**src/rtl/biquad_pkg.sv**
```systemverilog
package biquad_pkg;

    localparam int TAPS  = 5;   // b0 b1 b2 a1 a2
    localparam int HIST  = 4;   // x1 x2 y1 y2
    localparam int STEPS = 7;   // cycles per section

    localparam logic [1:0] SLOT_X1 = 2'd0;
    localparam logic [1:0] SLOT_X2 = 2'd1;
    localparam logic [1:0] SLOT_Y1 = 2'd2;
    localparam logic [1:0] SLOT_Y2 = 2'd3;

    typedef enum logic [1:0] {
        ENG_CLEAR,
        ENG_IDLE,
        ENG_RUN
    } eng_t;

    typedef enum logic [1:0] {
        WSRC_X1OLD,
        WSRC_XIN,
        WSRC_Y1OLD,
        WSRC_YNEW
    } wsrc_t;

    typedef struct packed {
        logic       rd_en;      // fetch coefficient word
        logic [2:0] tap;        // coefficient index within section
        logic       rd_state;   // fetch history word too
        logic [1:0] rd_slot;
        logic       mac_en;
        logic       mac_load;   // first product of a section
        logic       mac_sub;    // feedback term
        logic       op_x;       // operand is the section input register
        logic       cap_x1;
        logic       cap_y1;
        logic       wr_en;
        logic [1:0] wr_slot;
        wsrc_t      wr_src;
        logic       sect_done;
    } uop_t;

    // Microcode for one section. Reads are issued one step ahead of the MAC.
    function automatic uop_t step_uop(input logic [2:0] step);
        uop_t u;
        u = '0;
        case (step)
            3'd0: begin
                u.rd_en = 1'b1; u.tap = 3'd0;
            end
            3'd1: begin
                u.rd_en = 1'b1; u.tap = 3'd1; u.rd_state = 1'b1; u.rd_slot = SLOT_X1;
                u.mac_en = 1'b1; u.mac_load = 1'b1; u.op_x = 1'b1;
            end
            3'd2: begin
                u.rd_en = 1'b1; u.tap = 3'd2; u.rd_state = 1'b1; u.rd_slot = SLOT_X2;
                u.mac_en = 1'b1; u.cap_x1 = 1'b1;
            end
            3'd3: begin
                u.rd_en = 1'b1; u.tap = 3'd3; u.rd_state = 1'b1; u.rd_slot = SLOT_Y1;
                u.mac_en = 1'b1;
                u.wr_en = 1'b1; u.wr_slot = SLOT_X2; u.wr_src = WSRC_X1OLD;
            end
            3'd4: begin
                u.rd_en = 1'b1; u.tap = 3'd4; u.rd_state = 1'b1; u.rd_slot = SLOT_Y2;
                u.mac_en = 1'b1; u.mac_sub = 1'b1; u.cap_y1 = 1'b1;
                u.wr_en = 1'b1; u.wr_slot = SLOT_X1; u.wr_src = WSRC_XIN;
            end
            3'd5: begin
                u.mac_en = 1'b1; u.mac_sub = 1'b1;
                u.wr_en = 1'b1; u.wr_slot = SLOT_Y2; u.wr_src = WSRC_Y1OLD;
            end
            3'd6: begin
                u.wr_en = 1'b1; u.wr_slot = SLOT_Y1; u.wr_src = WSRC_YNEW;
                u.sect_done = 1'b1;
            end
            default: u = '0;
        endcase
        return u;
    endfunction

endpackage

```
**src/rtl/bq_ram.sv**
```systemverilog
module bq_ram #(
    parameter int W     = 16,
    parameter int DEPTH = 16,
    parameter int AW    = 4
) (
    input  logic          clk,
    input  logic          we,
    input  logic [AW-1:0] waddr,
    input  logic [W-1:0]  wdata,
    input  logic          re,
    input  logic [AW-1:0] raddr,
    output logic [W-1:0]  rdata
);

    logic [W-1:0] mem [DEPTH];

    always_ff @(posedge clk) begin
        if (we) begin
            mem[waddr] <= wdata;
        end
        if (re) begin
            rdata <= mem[raddr];
        end
    end

endmodule

```
**src/rtl/bq_mac.sv**
```systemverilog
module bq_mac #(
    parameter int COEF_W = 18,
    parameter int SAMP_W = 16,
    parameter int ACC_W  = 48,
    parameter int FRAC   = 14
) (
    input  logic                     clk,
    input  logic                     rst,
    input  logic                     en,
    input  logic                     load,
    input  logic                     sub,
    input  logic signed [COEF_W-1:0] coef,
    input  logic signed [SAMP_W-1:0] operand,
    output logic signed [SAMP_W-1:0] y
);

    localparam int PROD_W = COEF_W + SAMP_W;
    localparam logic signed [ACC_W-1:0] HALF = ACC_W'(64'sd1 <<< (FRAC - 1));
    localparam logic signed [ACC_W-1:0] SMAX = ACC_W'((64'sd1 <<< (SAMP_W - 1)) - 64'sd1);
    localparam logic signed [ACC_W-1:0] SMIN = -SMAX - ACC_W'(64'sd1);

    logic signed [PROD_W-1:0] prod;
    logic signed [ACC_W-1:0]  prod_ext;
    logic signed [ACC_W-1:0]  term;
    logic signed [ACC_W-1:0]  acc_q;
    logic signed [ACC_W-1:0]  rounded;
    logic signed [ACC_W-1:0]  shifted;

    always_comb begin
        prod     = coef * operand;
        prod_ext = {{(ACC_W - PROD_W){prod[PROD_W-1]}}, prod};
        term     = sub ? -prod_ext : prod_ext;
    end

    always_ff @(posedge clk) begin
        if (rst) begin
            acc_q <= '0;
        end else if (en) begin
            acc_q <= load ? term : acc_q + term;
        end
    end

    always_comb begin
        rounded = acc_q + HALF;
        shifted = rounded >>> FRAC;
        if (shifted > SMAX) begin
            y = SMAX[SAMP_W-1:0];
        end else if (shifted < SMIN) begin
            y = SMIN[SAMP_W-1:0];
        end else begin
            y = shifted[SAMP_W-1:0];
        end
    end

    // accumulation only continues a chain started by a load
    assert_mac_chain_R2: assert property (@(posedge clk) disable iff (rst)
        (en && !load) |-> $past(en))
        else $error("accumulate without a preceding MAC step");

endmodule

```
**src/rtl/bq_sequencer.sv**
```systemverilog
module bq_sequencer
    import biquad_pkg::*;
#(
    parameter int NUM_SECT = 4,
    parameter int CA_W     = 5,
    parameter int SA_W     = 4
) (
    input  logic            clk,
    input  logic            rst,
    input  logic            in_valid,
    input  logic            cw_en,
    input  logic [CA_W-1:0] cw_addr,
    output logic            accept,
    output logic            coef_we,
    output logic            coef_re,
    output logic [CA_W-1:0] coef_raddr,
    output logic            st_we,
    output logic [SA_W-1:0] st_waddr,
    output logic            st_re,
    output logic [SA_W-1:0] st_raddr,
    output logic            clearing,
    output wsrc_t           wr_src,
    output logic            mac_en,
    output logic            mac_load,
    output logic            mac_sub,
    output logic            op_x,
    output logic            cap_x1,
    output logic            cap_y1,
    output logic            sect_done,
    output logic            last_done,
    output logic            out_valid,
    output logic            overrun
);

    localparam int SEC_W   = (NUM_SECT > 1) ? $clog2(NUM_SECT) : 1;
    localparam int NCOEF   = NUM_SECT * TAPS;
    localparam int NSTATE  = NUM_SECT * HIST;

    eng_t             eng_q;
    logic [SEC_W-1:0] sect_q;
    logic [2:0]       step_q;
    logic [SA_W-1:0]  clr_q;
    uop_t             u;
    logic             last_sect;
    logic             last_step;

    always_comb begin
        u         = (eng_q == ENG_RUN) ? step_uop(step_q) : '0;
        last_sect = (sect_q == SEC_W'(NUM_SECT - 1));
        last_step = (step_q == 3'(STEPS - 1));
        accept    = (eng_q == ENG_IDLE) && in_valid;
        clearing  = (eng_q == ENG_CLEAR);
        coef_we   = cw_en && (eng_q == ENG_IDLE) && (32'(cw_addr) < NCOEF);
        coef_re   = u.rd_en;
        coef_raddr = CA_W'(32'(sect_q) * TAPS + 32'(u.tap));
        st_re     = u.rd_en && u.rd_state;
        st_raddr  = SA_W'(32'(sect_q) * HIST + 32'(u.rd_slot));
        st_we     = clearing || u.wr_en;
        st_waddr  = clearing ? clr_q : SA_W'(32'(sect_q) * HIST + 32'(u.wr_slot));
        wr_src    = u.wr_src;
        mac_en    = u.mac_en;
        mac_load  = u.mac_load;
        mac_sub   = u.mac_sub;
        op_x      = u.op_x;
        cap_x1    = u.cap_x1;
        cap_y1    = u.cap_y1;
        sect_done = u.sect_done;
        last_done = u.sect_done && last_sect;
    end

    always_ff @(posedge clk) begin
        if (rst) begin
            eng_q     <= ENG_CLEAR;
            sect_q    <= '0;
            step_q    <= '0;
            clr_q     <= '0;
            out_valid <= 1'b0;
            overrun   <= 1'b0;
        end else begin
            out_valid <= 1'b0;
            if (in_valid && (eng_q != ENG_IDLE)) begin
                overrun <= 1'b1;
            end
            case (eng_q)
                ENG_CLEAR: begin
                    clr_q <= clr_q + 1'b1;
                    if (clr_q == SA_W'(NSTATE - 1)) begin
                        eng_q <= ENG_IDLE;
                    end
                end
                ENG_IDLE: begin
                    if (in_valid) begin
                        eng_q  <= ENG_RUN;
                        sect_q <= '0;
                        step_q <= '0;
                    end
                end
                ENG_RUN: begin
                    if (last_step) begin
                        step_q <= '0;
                        if (last_sect) begin
                            eng_q     <= ENG_IDLE;
                            out_valid <= 1'b1;
                        end else begin
                            sect_q <= sect_q + 1'b1;
                        end
                    end else begin
                        step_q <= step_q + 3'd1;
                    end
                end
                default: eng_q <= ENG_CLEAR;
            endcase
        end
    end

    // the output strobe lasts one cycle
    assert_out_pulse_R5: assert property (@(posedge clk) disable iff (rst)
        out_valid |=> !out_valid)
        else $error("out_valid longer than one cycle");

    // overrun never falls outside reset
    assert_overrun_sticky_R6: assert property (@(posedge clk) disable iff (rst)
        overrun |=> overrun)
        else $error("overrun cleared without reset");

    // overrun only rises after an input strobe
    assert_overrun_cause_R6: assert property (@(posedge clk) disable iff (rst)
        $rose(overrun) |-> $past(in_valid))
        else $error("overrun set without input strobe");

    // no history word is written and read in the same cycle
    assert_no_clash_R2: assert property (@(posedge clk) disable iff (rst)
        (st_we && st_re) |-> (st_waddr != st_raddr))
        else $error("history read/write collision");

endmodule

```
**src/rtl/biquad_cascade.sv**
```systemverilog
module biquad_cascade
    import biquad_pkg::*;
#(
    parameter int NUM_SECT = 4,
    parameter int SAMP_W   = 16,
    parameter int COEF_W   = 18,
    parameter int FRAC     = 14,
    parameter int ACC_W    = 48
) (
    input  logic                                 clk,
    input  logic                                 rst,
    input  logic                                 in_valid,
    input  logic [SAMP_W-1:0]                    in_sample,
    output logic                                 out_valid,
    output logic [SAMP_W-1:0]                    out_sample,
    output logic                                 overrun,
    input  logic                                 cw_en,
    input  logic [$clog2(NUM_SECT*TAPS)-1:0]     cw_addr,
    input  logic [COEF_W-1:0]                    cw_data
);

    localparam int NCOEF  = NUM_SECT * TAPS;
    localparam int NSTATE = NUM_SECT * HIST;
    localparam int CA_W   = $clog2(NCOEF);
    localparam int SA_W   = $clog2(NSTATE);
    localparam int LAT    = NUM_SECT * STEPS;
    localparam int LC_W   = $clog2(LAT + 1) + 1;

    logic              accept, coef_we, coef_re, st_we, st_re, clearing;
    logic [CA_W-1:0]   coef_raddr;
    logic [SA_W-1:0]   st_waddr, st_raddr;
    wsrc_t             wr_src;
    logic              mac_en, mac_load, mac_sub, op_x, cap_x1, cap_y1;
    logic              sect_done, last_done;

    logic signed [COEF_W-1:0] coef_rdata;
    logic signed [SAMP_W-1:0] st_rdata;
    logic signed [SAMP_W-1:0] st_wdata;
    logic signed [SAMP_W-1:0] operand;
    logic signed [SAMP_W-1:0] y_sec;
    logic signed [SAMP_W-1:0] x_q, x1_old_q, y1_old_q;

    bq_sequencer #(
        .NUM_SECT(NUM_SECT),
        .CA_W    (CA_W),
        .SA_W    (SA_W)
    ) u_seq (
        .clk       (clk),
        .rst       (rst),
        .in_valid  (in_valid),
        .cw_en     (cw_en),
        .cw_addr   (cw_addr),
        .accept    (accept),
        .coef_we   (coef_we),
        .coef_re   (coef_re),
        .coef_raddr(coef_raddr),
        .st_we     (st_we),
        .st_waddr  (st_waddr),
        .st_re     (st_re),
        .st_raddr  (st_raddr),
        .clearing  (clearing),
        .wr_src    (wr_src),
        .mac_en    (mac_en),
        .mac_load  (mac_load),
        .mac_sub   (mac_sub),
        .op_x      (op_x),
        .cap_x1    (cap_x1),
        .cap_y1    (cap_y1),
        .sect_done (sect_done),
        .last_done (last_done),
        .out_valid (out_valid),
        .overrun   (overrun)
    );

    bq_ram #(
        .W    (COEF_W),
        .DEPTH(NCOEF),
        .AW   (CA_W)
    ) u_coef_ram (
        .clk  (clk),
        .we   (coef_we),
        .waddr(cw_addr),
        .wdata(cw_data),
        .re   (coef_re),
        .raddr(coef_raddr),
        .rdata(coef_rdata)
    );

    bq_ram #(
        .W    (SAMP_W),
        .DEPTH(NSTATE),
        .AW   (SA_W)
    ) u_hist_ram (
        .clk  (clk),
        .we   (st_we),
        .waddr(st_waddr),
        .wdata(st_wdata),
        .re   (st_re),
        .raddr(st_raddr),
        .rdata(st_rdata)
    );

    bq_mac #(
        .COEF_W(COEF_W),
        .SAMP_W(SAMP_W),
        .ACC_W (ACC_W),
        .FRAC  (FRAC)
    ) u_mac (
        .clk    (clk),
        .rst    (rst),
        .en     (mac_en),
        .load   (mac_load),
        .sub    (mac_sub),
        .coef   (coef_rdata),
        .operand(operand),
        .y      (y_sec)
    );

    always_comb begin
        operand = op_x ? x_q : st_rdata;
        if (clearing) begin
            st_wdata = '0;
        end else begin
            case (wr_src)
                WSRC_X1OLD: st_wdata = x1_old_q;
                WSRC_XIN:   st_wdata = x_q;
                WSRC_Y1OLD: st_wdata = y1_old_q;
                default:    st_wdata = y_sec;
            endcase
        end
    end

    always_ff @(posedge clk) begin
        if (rst) begin
            x_q        <= '0;
            x1_old_q   <= '0;
            y1_old_q   <= '0;
            out_sample <= '0;
        end else begin
            if (accept) begin
                x_q <= in_sample;
            end else if (sect_done) begin
                x_q <= y_sec;
            end
            if (cap_x1) begin
                x1_old_q <= st_rdata;
            end
            if (cap_y1) begin
                y1_old_q <= st_rdata;
            end
            if (last_done) begin
                out_sample <= y_sec;
            end
        end
    end

    // Checker counter: cycles since the last accepted sample
    logic [LC_W-1:0] since_accept_q;
    always_ff @(posedge clk) begin
        if (rst) begin
            since_accept_q <= '1;
        end else if (accept) begin
            since_accept_q <= '0;
        end else if (since_accept_q != '1) begin
            since_accept_q <= since_accept_q + 1'b1;
        end
    end

    // output strobe arrives exactly LAT edges after acceptance
    assert_latency_R5: assert property (@(posedge clk) disable iff (rst)
        out_valid |-> (since_accept_q == LC_W'(LAT)))
        else $error("output strobe at wrong latency");

endmodule

```
**config.mk**
```make
export PLATFORM = sky130hd
export DESIGN_NAME = biquad_cascade
export DESIGN_NICKNAME = d
export VERILOG_FILES = /design/src/rtl/biquad_pkg.sv /design/src/rtl/bq_ram.sv /design/src/rtl/bq_mac.sv /design/src/rtl/bq_sequencer.sv /design/src/rtl/biquad_cascade.sv
export SDC_FILE = /design/constraint.sdc
export NUM_CORES = 2
export LEC_CHECK = 0
export BUFFER_PORTS_ARGS = -buffer_cell sky130_fd_sc_hd__buf_2
export CORE_MARGIN = 10
export CORE_UTILIZATION = 50
export DETAILED_ROUTE_END_ITERATION = 8
export PLACE_DENSITY = 0.74
export REMOVE_ABC_BUFFERS = 1
export SETUP_SLACK_MARGIN = 0.3
export SLEW_MARGIN = 10
export SYNTH_ARGS = -nofsm -noshare
export SYNTH_HDL_FRONTEND = slang
export SYNTH_HIERARCHICAL = 1
export SYNTH_SLANG_ARGS = --single-unit
```
**constraint.sdc**
```tcl
create_clock -name clk -period 13.9 [get_ports clk]
set_input_delay 1.39 -clock clk [delete_from_list [all_inputs] [get_ports clk]]
set_output_delay 1.39 -clock clk [all_outputs]
set_load 0.01 [all_outputs]
```
==> out/qor.json <==
{
  "clock-skew-final": {"value": 0.0486, "unit": "ns"},
  "fp.dieH": {"value": 324, "unit": "microns"},
  "placedCellCount": {"value": 4936},
  "yosysTopAreaCellShare": {"value": 0.421},
  "fin_total_pwr": {"value": 4.79, "unit": "mW"},
  "path_buf_inv": {"value": 6},
  "core.rowCount": {"value": 111},
  "finish.net_count": {"value": 4261},
  "timing.final.max_slew_violations": {"value": 0},
  "clkSinkCount": {"value": 775},
  "worst_r2r_endpoint": {"value": "u_mac/acc_q[44]$_SDFFE_PP0P_"},
  "outcome": {"value": "finished, final reports clean"},
  "critical_path_s_top_delay_family": {"value": "compound AO/OA/AOI/OAI gates"},
  "post_route_wl": {"value": 108000, "unit": "microns"},
  "tritoncts": {"value": "built"},
  "r2r_start": {"value": "u_seq/eng_q[1]$_SDFFE_PP0P_"},
  "timing.final.hold_violations": {"value": 0},
  "leakagePower": {"value": 18.6, "unit": "nW"},
  "route.antenna.remaining_nets": {"value": 0},
  "critical_path_peak_fanout": {"value": 30},
  "area_growth_syn_to_layout": {"value": 9.33, "unit": "%"},
  "hold_class": {"value": "flip-flop to flip-flop"},
  "synth_cell_types": {"value": 94},
  "worstMarginPinSlew": {"value": 1.25, "unit": "ns"},
  "cts-buffers-inserted": {"value": 80},
  "synth_seq_area_share": {"value": 0.475},
  "crit_path_end_kind": {"value": "flip-flop"},
  "via_count_of_the_first_global_routing_pass": {"value": 29800},
  "dpl-instance-area": {"value": 47900, "unit": "sq um"},
  "grt.met2_usage": {"value": 0.335},
  "critical-path-top-cell-by-count": {"value": "sky130_fd_sc_hd__fa_1"},
  "synth_area": {"value": 46400, "unit": "sq um"},
  "worst_slew_margin_rel": {"value": 0.166},
  "yosys-top-cells-area": {"value": "sky130_fd_sc_hd__edfxtp_1, sky130_fd_sc_hd__fa_1, sky130_fd_sc_hd__dfxtp_1, sky130_fd_sc_hd__mux2i_1, sky130_fd_sc_hd__ha_1"},
  "critical_path.max_stage_delay": {"value": 0.59, "unit": "ns"},
  "synth_instances": {"value": 3756},
  "initial_core_util": {"value": 0.505},
  "die_width": {"value": 324, "unit": "microns"},
  "via_per_inst": {"value": 5.77},
  "hold-path-endpoint": {"value": "u_mac/acc_q[2]$_SDFFE_PP0P_"},
  "fillerInstances": {"value": 7376},
  "root_buffer_selected_by_cts": {"value": "sky130_fd_sc_hd__clkbuf_16"},
  "detail_route.drc_violations": {"value": 0},
  "synth_top_cells_by_count": {"value": "sky130_fd_sc_hd__edfxtp_1, sky130_fd_sc_hd__inv_1, sky130_fd_sc_hd__fa_1, sky130_fd_sc_hd__nand2_1, sky130_fd_sc_hd__mux2i_1"},
  "groute.layer.met3.usage": {"value": 0.0356},
  "grt_antenna_before_repair": {"value": 8},
  "num_vias": {"value": 29400},
  "grt_setup_unrepaired": {"value": "false"},
  "fp.dieArea": {"value": 105000, "unit": "sq um"},
  "place.port_buffers": {"value": 60},
  "timing.critical_path.from_type": {"value": "flip-flop"},
  "detailedRoute.firstIterationViolations": {"value": 2371},
  "place_hpwl": {"value": 71900, "unit": "microns"},
  "layout_cells_sized_above_1": {"value": 0.112},
  "synth-async-reset-ratio": {"value": 0},
  "final_cell_area": {"value": 50700, "unit": "sq um"},
  "gp_congestion": {"value": 0.906},
  "cellPowerDensity": {"value": 94.6, "unit": "nW/um^2"},
  "worst_supply_voltage_drop_on_vdd": {"value": 0.111, "unit": "mV"},
  "cts_buffer_depth": {"value": 3},
  "grt.busiest_layer": {"value": "met2"},
  "cells_on_worst_reg2reg_path": {"value": 41},
  "critical_path_class": {"value": "flip-flop to flip-flop"},
  "stdcell_count": {"value": 5088},
  "min_period": {"value": 12.79, "unit": "ns"},
  "number_of_search_and_repair_iterations_in_the_first_detailed_routing_pass": {"value": 5},
  "timing.setup.tns": {"value": 0, "unit": "ns"},
  "globalRoute.totalOverflow": {"value": 0},
  "worst_ep_required_time": {"value": 14.47, "unit": "ns"},
  "report.final.setup_viol": {"value": 0},
  "clk_pin_slew": {"value": 0.06, "unit": "ns"},
  "min_from": {"value": "u_mac/acc_q[2]$_SDFFE_PP0P_"},
  "rrSetupSlack": {"value": 1.11, "unit": "ns"},
  "core_area": {"value": 91800, "unit": "sq um"},
  "yosysMostFrequentCell": {"value": "sky130_fd_sc_hd__edfxtp_1"},
  "global_route_wire_length_before_repair": {"value": 170000, "unit": "microns"},
  "track_usage": {"value": 0.201},
  "timing.critical_path.slowest_stage_cell": {"value": "sky130_fd_sc_hd__dfxtp_1"},
  "post-route-period-util": {"value": 0.920},
  "grt_max_degree": {"value": 95},
  "clkLatencyLatePin": {"value": 0.67, "unit": "ns"},
  "yosys.area.top_type": {"value": "sky130_fd_sc_hd__edfxtp_1"},
  "drt-wirelength-per-cell": {"value": 21.3, "unit": "microns"},
  "io-pin-count": {"value": 61},
  "syn_area_per_cell": {"value": 12.3, "unit": "sq um"},
  "yosys_warning_total": {"value": 6},
  "max_clock_freq": {"value": 78.2, "unit": "MHz"},
  "h-tree-depth": {"value": 3},
  "instance_count_along_the_most_critical_hold_path": {"value": 2},
  "grt.met1_usage": {"value": 0.266},
  "ys_dominant_reg_cell": {"value": "sky130_fd_sc_hd__edfxtp_1"},
  "timing.max_cap.violations": {"value": 0},
  "ys_ff_latch": {"value": 775},
  "wp_data_arrival": {"value": 13.35, "unit": "ns"},
  "synth-edff-count": {"value": 650}
}
[where the power goes]
part | switching (mW) | total (mW) | leakage, nW | internal [mW]
clock network | 0.913 | 2.19 | 1.31 | 1.28
registers | 0.00466 | 2.53 | 7.03 | 2.52
logic | 0.0540 | 0.0748 | 10.3 | 0.0207
[placed cells by master, fill, tap and decap left out, types with 44 or more instances in the layout]
master / netlist / layout
sky130_fd_sc_hd__fa_1: 292 / 292
sky130_fd_sc_hd__mux2i_1: 245 / 245
sky130_fd_sc_hd__buf_4: 23 / 69
sky130_fd_sc_hd__o22ai_1: 51 / 44
sky130_fd_sc_hd__nand2_1: 292 / 292
sky130_fd_sc_hd__nor2_1: 212 / 181
sky130_fd_sc_hd__a211oi_1: 49 / 49
sky130_fd_sc_hd__xnor2_1: 90 / 89
sky130_fd_sc_hd__buf_2: 30 / 59
sky130_fd_sc_hd__inv_1: 384 / 384
sky130_fd_sc_hd__mux4_2: 72 / 72
sky130_fd_sc_hd__dfxtp_1: 125 / 125
sky130_fd_sc_hd__clkbuf_16: 0 / 80
sky130_fd_sc_hd__edfxtp_1: 650 / 650
sky130_fd_sc_hd__o21ai_0: 91 / 90
sky130_fd_sc_hd__a21oi_1: 112 / 111
sky130_fd_sc_hd__a22oi_1: 52 / 52
sky130_fd_sc_hd__ha_1: 149 / 148
sky130_fd_sc_hd__and2_1: 148 / 148
[per-layer routing]
metal	vias up	wire (microns)
li1	13400	-
met1	14800	45100
met2	1006	52800
met3	186	7430
met4	10	2720
met5	-	55
[final cells by class]
class | count | area, sq um | share of cell area
Sequential cell | 775 | 22000 | 0.435
Tap cell | 1243 | 1560 | 0.0307
Clock inverter | 51 | 663 | 0.0131
Timing Repair Buffer | 129 | 821 | 0.0162
Antenna cell | 4 | 10.0 | 0.000198
Inverter | 384 | 1440 | 0.0284
Multi-Input combinational cell | 2407 | 22100 | 0.436
Clock buffer | 95 | 2060 | 0.0406
[logic make-up after synthesis]
group                    Yosys count  synth area share
AND/OR/NAND/NOR                  930            0.0987
multiplexers                     347            0.0984
buffers and inverters            574            0.0527
XOR/XNOR                         131            0.0248
AO/OA/AOI/OAI                    558            0.0840
flip-flops                       775             0.475
adder cells (fa/ha/maj)          441             0.166
[tightest hold or removal path: cells and delay by family (launching register included)]
kind | cells | cell delay [ns]
compound gates | 1 | 0.06
simple gates | 1 | 0.07
flops | 1 | 0.32
[per-stage QoR]
step / hold slack, ns / setup slack [ns] / util
2_1_floorplan: 0.444 / 0.382 / -
3_3_place_gp: 0.453 / 1.34 / 0.521
3_5_place_dp: 0.472 / 1.08 / 0.521
4_1_cts: 0.484 / 0.994 / 0.551
5_1_grt: 0.508 / 0.361 / 0.552
6_report: 0.485 / 1.11 / 0.552
[sequential cells by signal, summed over array words and instances (netlist names)]
register / flops
u_coef_ram/mem: 360
u_hist_ram/mem: 256
u_mac/acc_q: 48
u_coef_ram/rdata: 18
out_sample: 16
u_hist_ram/rdata: 16
x1_old_q: 16
x_q: 16
y1_old_q: 16
u_seq/clr_q: 4
u_seq/step_q: 3
u_seq/eng_q: 2
u_seq/sect_q: 2
u_seq/out_valid: 1
u_seq/overrun: 1
[timing repair]
action                                  CTS  global route
gates resized for setup                   0             1
setup buffers                             0             0
hold buffers                              0             0
endpoints found under the setup margin    0             3
[how the worst max path moves through the flow]
stage / endpoint / startpoint / slack (ns) / cells past startpoint
after floorplan: u_mac/acc_q[44]$_SDFFE_PP0P_ / u_seq/eng_q[1]$_SDFFE_PP0P_ / 0.38 / 40
after global placement: u_mac/acc_q[44]$_SDFFE_PP0P_ / u_seq/eng_q[1]$_SDFFE_PP0P_ / 1.34 / 41
after detailed placement: u_mac/acc_q[44]$_SDFFE_PP0P_ / u_seq/eng_q[1]$_SDFFE_PP0P_ / 1.08 / 41
after CTS: u_mac/acc_q[44]$_SDFFE_PP0P_ / u_seq/eng_q[1]$_SDFFE_PP0P_ / 0.99 / 41
after global routing: u_mac/acc_q[44]$_SDFFE_PP0P_ / u_seq/eng_q[1]$_SDFFE_PP0P_ / 0.36 / 41
final: u_mac/acc_q[44]$_SDFFE_PP0P_ / u_seq/eng_q[1]$_SDFFE_PP0P_ / 1.11 / 41
Note: power is estimated with default switching activity, not from simulation.
